--- src/rtl/stld_fwd_pkg.sv ---
`timescale 1ns/1ps
package stld_fwd_pkg;
   localparam int LANES = 8;
   localparam int WORD_W = 64;

   function automatic logic [LANES-1:0] lane_mask(input logic [1:0] sz, input logic [2:0] off);
      logic [LANES-1:0] base;
      case (sz)
         2'd0:    base = 8'h01;
         2'd1:    base = 8'h03;
         2'd2:    base = 8'h0F;
         default: base = 8'hFF;
      endcase
      return base << off;
   endfunction

   function automatic logic [WORD_W-1:0] lane_copy(input logic [WORD_W-1:0] d, input logic [1:0] sz);
      case (sz)
         2'd0:    return {8{d[7:0]}};
         2'd1:    return {4{d[15:0]}};
         2'd2:    return {2{d[31:0]}};
         default: return d;
      endcase
   endfunction
endpackage

--- src/rtl/stld_sq_store.sv ---
`timescale 1ns/1ps
module stld_sq_store
   import stld_fwd_pkg::*;
#(
   parameter int DEPTH = 8,
   parameter int VA_W  = 40,
   parameter int PA_W  = 36,
   localparam int IDX_W = $clog2(DEPTH),
   localparam int VT_W  = VA_W - 3,
   localparam int PT_W  = PA_W - 3
) (
   input  logic                          clk,
   input  logic                          rst_n,
   input  logic                          flush,
   input  logic                          enq,
   input  logic [1:0]                    enq_size,
   input  logic [VA_W-1:0]               enq_va,
   input  logic [PA_W-1:0]               enq_pa,
   input  logic [WORD_W-1:0]             enq_data,
   input  logic                          enq_ok,
   input  logic                          dw_vld,
   input  logic [IDX_W-1:0]              dw_idx,
   input  logic [WORD_W-1:0]             dw_data,
   input  logic                          deq,
   output logic [DEPTH-1:0]              e_live,
   output logic [DEPTH-1:0][VT_W-1:0]    e_vtag,
   output logic [DEPTH-1:0][PT_W-1:0]    e_ptag,
   output logic [DEPTH-1:0][LANES-1:0]   e_mask,
   output logic [DEPTH-1:0][WORD_W-1:0]  e_data,
   output logic [DEPTH-1:0]              e_ok,
   output logic [IDX_W-1:0]              head
);
   logic [IDX_W-1:0]           tail;
   logic [DEPTH-1:0][1:0]      e_size;

   always_ff @(posedge clk or negedge rst_n) begin
      if (!rst_n) begin
         e_live <= '0;
         e_ok   <= '0;
         head   <= '0;
         tail   <= '0;
      end else if (flush) begin
         e_live <= '0;
         e_ok   <= '0;
         head   <= '0;
         tail   <= '0;
      end else begin
         if (deq) begin
            e_live[head] <= 1'b0;
            head         <= head + 1'b1;
         end
         if (dw_vld) e_ok[dw_idx] <= 1'b1;
         if (enq) begin
            e_live[tail] <= 1'b1;
            e_ok[tail]   <= enq_ok;
            tail         <= tail + 1'b1;
         end
      end
   end

   always_ff @(posedge clk) begin
      if (dw_vld) e_data[dw_idx] <= lane_copy(dw_data, e_size[dw_idx]);
      if (enq) begin
         e_vtag[tail] <= enq_va[VA_W-1:3];
         e_ptag[tail] <= enq_pa[PA_W-1:3];
         e_mask[tail] <= lane_mask(enq_size, enq_pa[2:0]);
         e_size[tail] <= enq_size;
         e_data[tail] <= lane_copy(enq_data, enq_size);
      end
   end


   flush_empty_chk: assert property (@(posedge clk) disable iff (!rst_n)
      flush |=> (e_live == '0));

   retire_clears_chk: assert property (@(posedge clk) disable iff (!rst_n)
      (deq && !enq && !flush) |=> !e_live[$past(head)]);
endmodule

--- src/rtl/stld_fwd_match.sv ---
`timescale 1ns/1ps
module stld_fwd_match
   import stld_fwd_pkg::*;
#(
   parameter int DEPTH = 8,
   parameter int VA_W  = 40,
   parameter int PA_W  = 36,
   localparam int VT_W = VA_W - 3,
   localparam int PT_W = PA_W - 3
) (
   input  logic [DEPTH-1:0]              e_live,
   input  logic [DEPTH-1:0][VT_W-1:0]    e_vtag,
   input  logic [DEPTH-1:0][PT_W-1:0]    e_ptag,
   input  logic [DEPTH-1:0][LANES-1:0]   e_mask,
   input  logic [VA_W-1:0]               q_va,
   input  logic [PA_W-1:0]               q_pa,
   input  logic [LANES-1:0]              q_mask,
   input  logic [DEPTH-1:0]              q_older,
   output logic [DEPTH-1:0]              vhit,
   output logic [DEPTH-1:0][LANES-1:0]   plane
);
   for (genvar g = 0; g < DEPTH; g++) begin : g_ent
      logic             cand;
      logic [LANES-1:0] ovl;
      assign cand = e_live[g] & q_older[g];
      assign ovl  = e_mask[g] & q_mask;
      assign vhit[g]  = cand && (e_vtag[g] == q_va[VA_W-1:3]) && (|ovl);
      assign plane[g] = (cand && (e_ptag[g] == q_pa[PA_W-1:3])) ? ovl : '0;
   end
endmodule

--- src/rtl/stld_fwd_select.sv ---
`timescale 1ns/1ps
module stld_fwd_select
   import stld_fwd_pkg::*;
#(
   parameter int DEPTH = 8,
   localparam int IDX_W = $clog2(DEPTH)
) (
   input  logic [IDX_W-1:0]              head,
   input  logic [DEPTH-1:0][LANES-1:0]   plane,
   input  logic [DEPTH-1:0]              ok,
   input  logic [DEPTH-1:0][WORD_W-1:0]  e_data,
   output logic [LANES-1:0]              sel_mask,
   output logic [WORD_W-1:0]             sel_data,
   output logic                          sel_wait,
   output logic [IDX_W-1:0]              sel_idx
);
   always_comb begin
      logic [IDX_W-1:0] idx;
      idx      = '0;
      sel_mask = '0;
      sel_data = '0;
      sel_wait = 1'b0;
      sel_idx  = '0;
      // oldest first, so younger entries overwrite
      for (int k = 0; k < DEPTH; k++) begin
         idx = head + IDX_W'(k);
         for (int b = 0; b < LANES; b++) begin
            if (plane[idx][b]) begin
               sel_mask[b]        = ok[idx];
               sel_data[8*b +: 8] = e_data[idx][8*b +: 8];
            end
         end
         if ((|plane[idx]) && !ok[idx]) begin
            sel_wait = 1'b1;
            sel_idx  = idx;
         end
      end
   end
endmodule

--- src/rtl/stld_fwd_unit.sv ---
`timescale 1ns/1ps
module stld_fwd_unit
   import stld_fwd_pkg::*;
#(
   parameter int DEPTH = 8,
   parameter int VA_W  = 40,
   parameter int PA_W  = 36,
   localparam int IDX_W = $clog2(DEPTH)
) (
   input  logic              clk,
   input  logic              rst_n,
   input  logic              flush,
   input  logic              st_push,
   input  logic [1:0]        st_size,
   input  logic [VA_W-1:0]   st_vaddr,
   input  logic [PA_W-1:0]   st_paddr,
   input  logic [63:0]       st_data,
   input  logic              st_data_ok,
   input  logic              sd_write,
   input  logic [IDX_W-1:0]  sd_idx,
   input  logic [63:0]       sd_data,
   input  logic              st_retire,
   input  logic              ld_req,
   input  logic [VA_W-1:0]   ld_vaddr,
   input  logic [PA_W-1:0]   ld_paddr,
   input  logic [7:0]        ld_mask,
   input  logic [DEPTH-1:0]  ld_older,
   output logic              s1_valid,
   output logic [7:0]        s1_fwd_mask,
   output logic              s1_data_wait,
   output logic              s2_valid,
   output logic [7:0]        s2_fwd_mask,
   output logic [63:0]       s2_fwd_data,
   output logic              s2_data_wait,
   output logic [IDX_W-1:0]  s2_wait_idx,
   output logic              s2_addr_conflict
);
   localparam int VT_W = VA_W - 3;
   localparam int PT_W = PA_W - 3;

   if (DEPTH < 2 || (1 << IDX_W) != DEPTH) begin : g_bad_depth
      $error("DEPTH must be a power of two, at least 2");
   end
   if (VA_W < 4 || PA_W < 4) begin : g_bad_addr
      $error("address widths must exceed the lane offset");
   end

   logic [DEPTH-1:0]              e_live, e_ok, vhit;
   logic [DEPTH-1:0][VT_W-1:0]    e_vtag;
   logic [DEPTH-1:0][PT_W-1:0]    e_ptag;
   logic [DEPTH-1:0][LANES-1:0]   e_mask, plane;
   logic [DEPTH-1:0][WORD_W-1:0]  e_data;
   logic [IDX_W-1:0]              head;

   stld_sq_store #(.DEPTH(DEPTH), .VA_W(VA_W), .PA_W(PA_W)) u_store (
      .clk(clk), .rst_n(rst_n), .flush(flush),
      .enq(st_push), .enq_size(st_size), .enq_va(st_vaddr), .enq_pa(st_paddr),
      .enq_data(st_data), .enq_ok(st_data_ok),
      .dw_vld(sd_write), .dw_idx(sd_idx), .dw_data(sd_data), .deq(st_retire),
      .e_live(e_live), .e_vtag(e_vtag), .e_ptag(e_ptag), .e_mask(e_mask),
      .e_data(e_data), .e_ok(e_ok), .head(head));

   stld_fwd_match #(.DEPTH(DEPTH), .VA_W(VA_W), .PA_W(PA_W)) u_match (
      .e_live(e_live), .e_vtag(e_vtag), .e_ptag(e_ptag), .e_mask(e_mask),
      .q_va(ld_vaddr), .q_pa(ld_paddr), .q_mask(ld_mask), .q_older(ld_older),
      .vhit(vhit), .plane(plane));

   // stage 1 snapshot
   logic                          r1_vld;
   logic [DEPTH-1:0]              r1_vhit, r1_ok;
   logic [DEPTH-1:0][LANES-1:0]   r1_plane;
   logic [IDX_W-1:0]              r1_head;
   logic [DEPTH-1:0]              r1_phit;
   logic [LANES-1:0]              r1_cover;

   always_ff @(posedge clk or negedge rst_n) begin
      if (!rst_n)      r1_vld <= 1'b0;
      else if (flush)  r1_vld <= 1'b0;
      else             r1_vld <= ld_req;
   end

   always_ff @(posedge clk) begin
      if (ld_req) begin
         r1_vhit  <= vhit;
         r1_plane <= plane;
         r1_ok    <= e_ok;
         r1_head  <= head;
      end
   end

   always_comb begin
      r1_cover = '0;
      for (int i = 0; i < DEPTH; i++) begin
         r1_phit[i] = |r1_plane[i];
         r1_cover   = r1_cover | r1_plane[i];
      end
   end

   assign s1_valid     = r1_vld;
   assign s1_fwd_mask  = r1_vld ? r1_cover : '0;
   assign s1_data_wait = r1_vld && (|(r1_phit & ~r1_ok));

   logic [LANES-1:0]  sel_mask;
   logic [WORD_W-1:0] sel_data;
   logic              sel_wait;
   logic [IDX_W-1:0]  sel_idx;

   stld_fwd_select #(.DEPTH(DEPTH)) u_select (
      .head(r1_head), .plane(r1_plane), .ok(r1_ok), .e_data(e_data),
      .sel_mask(sel_mask), .sel_data(sel_data), .sel_wait(sel_wait), .sel_idx(sel_idx));

   always_ff @(posedge clk or negedge rst_n) begin
      if (!rst_n) begin
         s2_valid         <= 1'b0;
         s2_fwd_mask      <= '0;
         s2_fwd_data      <= '0;
         s2_data_wait     <= 1'b0;
         s2_wait_idx      <= '0;
         s2_addr_conflict <= 1'b0;
      end else begin
         s2_valid         <= r1_vld && !flush;
         s2_fwd_mask      <= (r1_vld && !flush) ? sel_mask : '0;
         s2_fwd_data      <= sel_data;
         s2_data_wait     <= r1_vld && !flush && sel_wait;
         s2_wait_idx      <= sel_idx;
         s2_addr_conflict <= r1_vld && !flush && (r1_vhit != r1_phit);
      end
   end


   stage_order_chk: assert property (@(posedge clk) disable iff (!rst_n)
      s2_valid |-> $past(s1_valid));

   mask_within_fast_chk: assert property (@(posedge clk) disable iff (!rst_n)
      s2_valid |-> ((s2_fwd_mask & ~$past(s1_fwd_mask)) == '0));

   wait_has_fast_chk: assert property (@(posedge clk) disable iff (!rst_n)
      s2_data_wait |-> $past(s1_data_wait));

   flush_drop_chk: assert property (@(posedge clk) disable iff (!rst_n)
      flush |=> (!s1_valid && !s2_valid));
endmodule

--- config.mk ---
export PLATFORM = sky130hd
export DESIGN_NAME = stld_fwd_unit
export DESIGN_NICKNAME = d
export VERILOG_FILES = /design/src/rtl/stld_fwd_pkg.sv /design/src/rtl/stld_sq_store.sv /design/src/rtl/stld_fwd_match.sv /design/src/rtl/stld_fwd_select.sv /design/src/rtl/stld_fwd_unit.sv
export SDC_FILE = /design/constraint.sdc
export NUM_CORES = 2
export LEC_CHECK = 0
export ABC_CLOCK_PERIOD_IN_PS = 8500
export BUFFER_PORTS_ARGS = -buffer_cell sky130_fd_sc_hd__clkbuf_2
export CAP_MARGIN = 10
export CORE_UTILIZATION = 40
export CTS_CLUSTER_SIZE = 25
export DETAILED_ROUTE_END_ITERATION = 8
export HOLD_SLACK_MARGIN = 0.06
export PLACE_DENSITY_LB_ADDON = 0.15
export SLEW_MARGIN = 20
export SYNTH_ARGS = -nofsm -noshare
export SYNTH_HDL_FRONTEND = slang
export SYNTH_SLANG_ARGS = --single-unit
export TNS_END_PERCENT = 50
--- constraint.sdc ---
create_clock -name clk -period 8.5 [get_ports clk]
set_clock_uncertainty 0.2 [all_clocks]
set_input_delay 1.7 -clock clk [delete_from_list [all_inputs] [get_ports clk]]
set_output_delay 1.7 -clock clk [all_outputs]
set_load 0.02 [all_outputs]
Word-level counts from Yosys, hierarchy flattened --
Index checks and enable logic that the tools add are counted.
Storage, ports and cells: flip-flop bits (word level) 1336, input bits 309, output and inout bits 88, logic and storage cells 455
Operators by class: add/sub/neg operators 9, $lt $le $gt $ge 14, eq/ne operators 21, shift-type cells 1, multiplexer cells 242, bitwise operators 29, reductions and logical operators 77
Operator list (number):
- binary-select mux 64 bit (select 3 bit) | 8
- bitwise mux 512 bit | 2
- two-way mux 512 bit | 2
- two-way mux 64 bit | 12
- two-way mux 8 bit | 84
- demux 64 bit (select 3 bit) | 2
- case mux 64 bit (3 select lines) | 2
- bitwise mux 296 bit | 1
- == test 37 bit | 8
- bitwise mux 264 bit | 1
- == test 33 bit | 8
- OR reduction 8 bit | 25
- binary-select mux 8 bit (select 3 bit) | 8
- demux 37 bit (select 3 bit) | 1
- demux 33 bit (select 3 bit) | 1
- two-way mux 1 bit | 84
- bitwise AND 8 bit | 10
- bitwise OR 8 bit | 9
- bitwise mux 64 bit | 1
- less-than comparator 3 x 4 -> 1 bit, second input constant | 11
- logical AND 1 bit | 39
- two-way mux 37 bit | 1
- two-way mux 3 bit | 12
- two-way mux 33 bit | 1
- other kinds (22) | 60

Longest topological paths before layout --
depth in word-level cells 13, gate-level depth with buffers 20

Hierarchy --
From an unflattened synthesis, not the netlist that was laid out.
Second synthesis, totals: cell total of the unflattened synthesis 7665, area, all modules 81194.1 µm²
By module, submodules not included:
- stld_sq_store | times used 1, cells an instance 3249, area an instance 41887.7 µm²
- stld_fwd_select | times used 1, cells an instance 3146, area an instance 26774.4 µm²
- stld_fwd_match | times used 1, cells an instance 1018, area an instance 7480.9 µm²
- stld_fwd_unit | times used 1, cells an instance 252, area an instance 5051.1 µm²

Worst setup path after synthesis --
No wires, ideal clock.
kind input to register, start point input st_push, end point register u_store.e_mask[48] (netlist bit), enable pin, setup time 0.475 ns, data arrival time 5.028 ns, setup slack 2.797 ns, stages on the path 6, path buffers 3, path through clkbuf_1 -> nor2b_1 -> clkbuf_1 -> nand3_1 -> inv_1 -> clkbuf_1
RTL lines:
- from (decl) | line stld_fwd_unit.sv:13 | input logic st_push,
- to (signal, indexed assignment) | line stld_sq_store.sv:66 | e_mask[tail] <= lane_mask(enq_size, enq_pa[2:0]);
- to (decl) | line stld_sq_store.sv:28 | output logic [DEPTH-1:0][LANES-1:0] e_mask,

Final worst setup path --
start point register r1_head[1], end point register s2_fwd_data[0]
Between the ends: cells in the longest elaborated chain, start to end 10, elaborated cells on any way between the ends 47
RTL lines:
- from (decl) | line stld_fwd_unit.sv:72 | logic [IDX_W-1:0] r1_head;
- from (signal assigned) | line stld_fwd_unit.sv:87 | r1_head <= head;
- adder 3 x 1 -> 3 bit, or another cell as far along | line stld_fwd_select.sv:26 | idx = head + IDX_W'(k);
- binary-select mux 64 bit (select 3 bit), or another cell as far along | line stld_fwd_select.sv:30 | sel_data[8*b +: 8] = e_data[idx][8*b +: 8];
- two-way mux 64 bit, or another cell as far along
- two-way mux 8 bit (6 in series) | line stld_fwd_select.sv:28 | if (plane[idx][b]) begin
- two-way mux 8 bit * | line stld_fwd_select.sv:28
- named net sel_data[0] | line stld_fwd_unit.sv:104 | logic [WORD_W-1:0] sel_data;
- to (signal assigned) | line stld_fwd_unit.sv:123 | s2_fwd_data <= sel_data;
- to (decl) | line stld_fwd_unit.sv:33 | output logic [63:0] s2_fwd_data,
The timed path passes the listed nets; every way through them passes the cells marked *. The select of a mux whose other input is x is not followed. A chain may end at the register's enable or synchronous reset.

==> flow_summary_export.csv <==
group,metric,value,unit
outcome,status,"finished, final reports clean",
timing,hold_viol,0,
timing,period_share,68.39,%
timing,fin_ws,2.687,ns
layout,syn_to_final_growth,11.43,%
synth,synth-adder-area-share,0.06177,%
synth,ys_top_cells_by_area,"edfxtp_1, mux4_2, dfxtp_1",
global_route,first_global_vias,64340,
timing,fin_crit,5.813,ns
synth,synth_common_cells,"nand2_1, edfxtp_1, nor2_1",
cts,cts_resized,0,
floorplan,die_area,0.2044,mm^2
timing,setup_tns,0,ns
cts,cts.sinks,1336,
cts,post-cts-setup-buffer-count,0,
cts,cts_buffers,159,
worst_setup_path,endpoint_kind,"register",
route,vias,69040,
synth,synth-main-ff-cell,"edfxtp_1",
global_route,top_usage_layer,"met2",
synth,synth_compound_area_share,11.89,%
floorplan,core-area,0.2005,mm^2
timing,rsz0062_at_grt,"false",
synth,yosys_register_bits,1336,
worst_setup_path,path_class,"reg -> reg",
global_route,grt_util_all_layers,31.94,%
synth,synth.net_count,8052,
floorplan,rows,164,
global_route,gr-usage-met3,6.618,%
route,wl_per_cell,31.52,um
synth,synth_top_family_by_area,"multiplexers",
synth,synth-simple-area-share,14.66,%
route,detail_route.first_pass.iterations,9,
cts,root_buffer,"clkbuf_16",
global_route,grt_pass1_wl,472700,um
cts,cts_max_level,4,
placement,dp_hpwl,216700,um
synth,yosysMostFrequentCell,"nand2_1",
synth,synth_top_area_share,26.80,%
global_route,gr-total-overflow,0,
power,irDropWorstVdd,0.1891,mV
route,drt-initial-drc-count,8847,
timing,slew_viol_final,0,
floorplan,start_util,40.42,%
synth,syn_area,0.08103,mm^2
synth,synth.largest_area_cell,"edfxtp_1",
global_route,grtUsageMet2,50.30,%
placement,gp_congestion,0.9355,
synth,ys_warn_count,0,
placement,post-place-ws,2.744,ns
floorplan,die_h,452.1,um
power,powerDensity,244.2,mW/mm^2
timing,worst_pin_slew,1.223,ns
worst_setup_path,worstPathRequired,8.94,ns
synth,ys_seq_area_share,42.56,%
route,wl,333200,um
synth,syn_inst,7739,
flow_run,max_cap_violations,0,
floorplan,chipWidth,452.1,um
synth,synth_mux_area_share,20.77,%
route,drcViolationCount,0,
synth,synthDistinctLibCells,83,
route,vias_per_cell,6.531,
timing,slew_headroom,16.87,%
floorplan,io_pins,397,
global_route,grt_max_degree,142,
layout,nNetsFinal,8086,
synth,avgSynthCellArea,10.47,um^2
worst_setup_path,path_max_fanout,118,
cts,clkSlewWorstSetupHoldPaths,0.06,ns
cts,clockBufferDepth,3,
layout,drive_above_1_share,19.45,%
cts,cts_hold_buf,0,
synth,synthArstFlopShare,7.560,%
worst_setup_path,start_kind,"register",
timing,finalSetupViolations,0,
global_route,antenna_found_initial,22,
worst_setup_path,cp.arrival,6.25,ns
synth,synth_edf_count,723,
placement,port_buffers,387,
power,leakagePower,31.89,nW
cts,cts_tree,"yes",
global_route,met1_usage,40.99,%
route,ant_nets,0,
timing,max_freq,172.0,MHz
cts,clock_latency,0.88,ns
synth,synth_xor_area_share,6.075,%
hold_path,worstHoldPathType,"reg -> reg",
layout,fillers,18510,
-- path summary, 6_finish.rpt --
check	startpoint	end	slack, ns	depth (start not counted)
max reg2reg	r1_head[1]	s2_fwd_data[0]	2.69	10
max in group asynchronous	rst_n	s2_fwd_data[41]	6.27	2
min in group asynchronous	rst_n	s2_fwd_data[32]	0.68	1
max	r1_head[1]	s2_fwd_data[0]	2.69	10
min	u_store.e_ok[0]	r1_ok[0]	0.24	0
min reg2reg	u_store.e_ok[0]	r1_ok[0]	0.24	0
-- logic make-up after synthesis --
| group | Yosys count |
|---|---|
| DFF | 1336 |
| AOI/OAI and AO/OA | 1485 |
| and+or+nand+nor | 2760 |
| buffers and inverters | 693 |
| muxes | 902 |
| adders and majority gates | 4 |
| xor gates and xnor gates | 559 |
-- state kept, by name, summed over array words and instances (netlist names), 3 cells and up --
signal          cells
u_store.head        3
u_store.e_mask     64
u_store.e_live      8
u_store.e_ptag    264
r1_vhit             8
s2_fwd_mask         8
r1_head             3
u_store.e_size     16
u_store.tail        3
u_store.e_vtag    296
s2_wait_idx         3
r1_ok               8
u_store.e_ok        8
r1_plane           64
u_store.e_data    512
s2_fwd_data        64
-- final cells by class --
type	count	area [um^2]	share of cell area, %
Inverter	42	182.7	0.2023
Clock buffer	203	4284	4.745
Sequential cell	1336	34490	38.20
Multi-Input combinational cell	5710	43650	48.35
Clock inverter	89	1161	1.286
Antenna cell	10	25.02	0.02772
Tap cell	2656	3323	3.681
Timing Repair Buffer	524	3172	3.513
-- power breakdown --
group	switching [mW]	total, mW	internal, mW
Combinational	3.59	6.31	2.72
Clock	3.07	7.13	4.06
Sequential	0.928	8.61	7.68
-- per-layer routing --
layer / up-vias / part of all wire [%]
met4: 18 / 6.3
li1: 29220 / -
met2: 4267 / 46
met5: - / 0.034
met1: 34660 / 38
met3: 877 / 10
-- critical path: stages, from the launching register on --
cell and delay, ns:
edfxtp_1 0.40, clkinv_1 0.40, ha_4 1.01, buf_12 0.60, mux4_2 0.59, mux2_2 0.29, o22ai_2 0.69, a21oi_1 0.14
a311oi_1 0.30, o22ai_1 0.15, a221oi_1 0.69
-- cells in the final DEF (no fill, tap or decap), types with 210 or more instances in the layout --
cell type,instances
a21oi_1,255
mux4_2,613
o21ai_0,276
clkbuf_2,383
a31oi_1,308
xor2_1,371
dfxtp_1,512
mux2i_1,222
nor2_1,666
o211ai_1,210
nand2_1,1346
edfxtp_1,723
-- per-stage QoR --
step / cell area (um^2) / std cells / hold WS [ns] / util [%] / total power, mW
finish: 90290 / 10570 / 0.2400 / 45.04 / 22.05
global route: 90280 / 10570 / 0.2595 / 45.03 / 22.89
global placement: 84730 / 10270 / 0.2319 / 42.26 / 14.72
detailed placement: 84760 / 10270 / 0.2348 / 42.28 / 14.88
floorplan: 81030 / 7739 / 0.2264 / - / 12.79
CTS: 90210 / 10560 / 0.2394 / 45.00 / 21.99
Note: power is estimated with default switching activity, not from simulation.
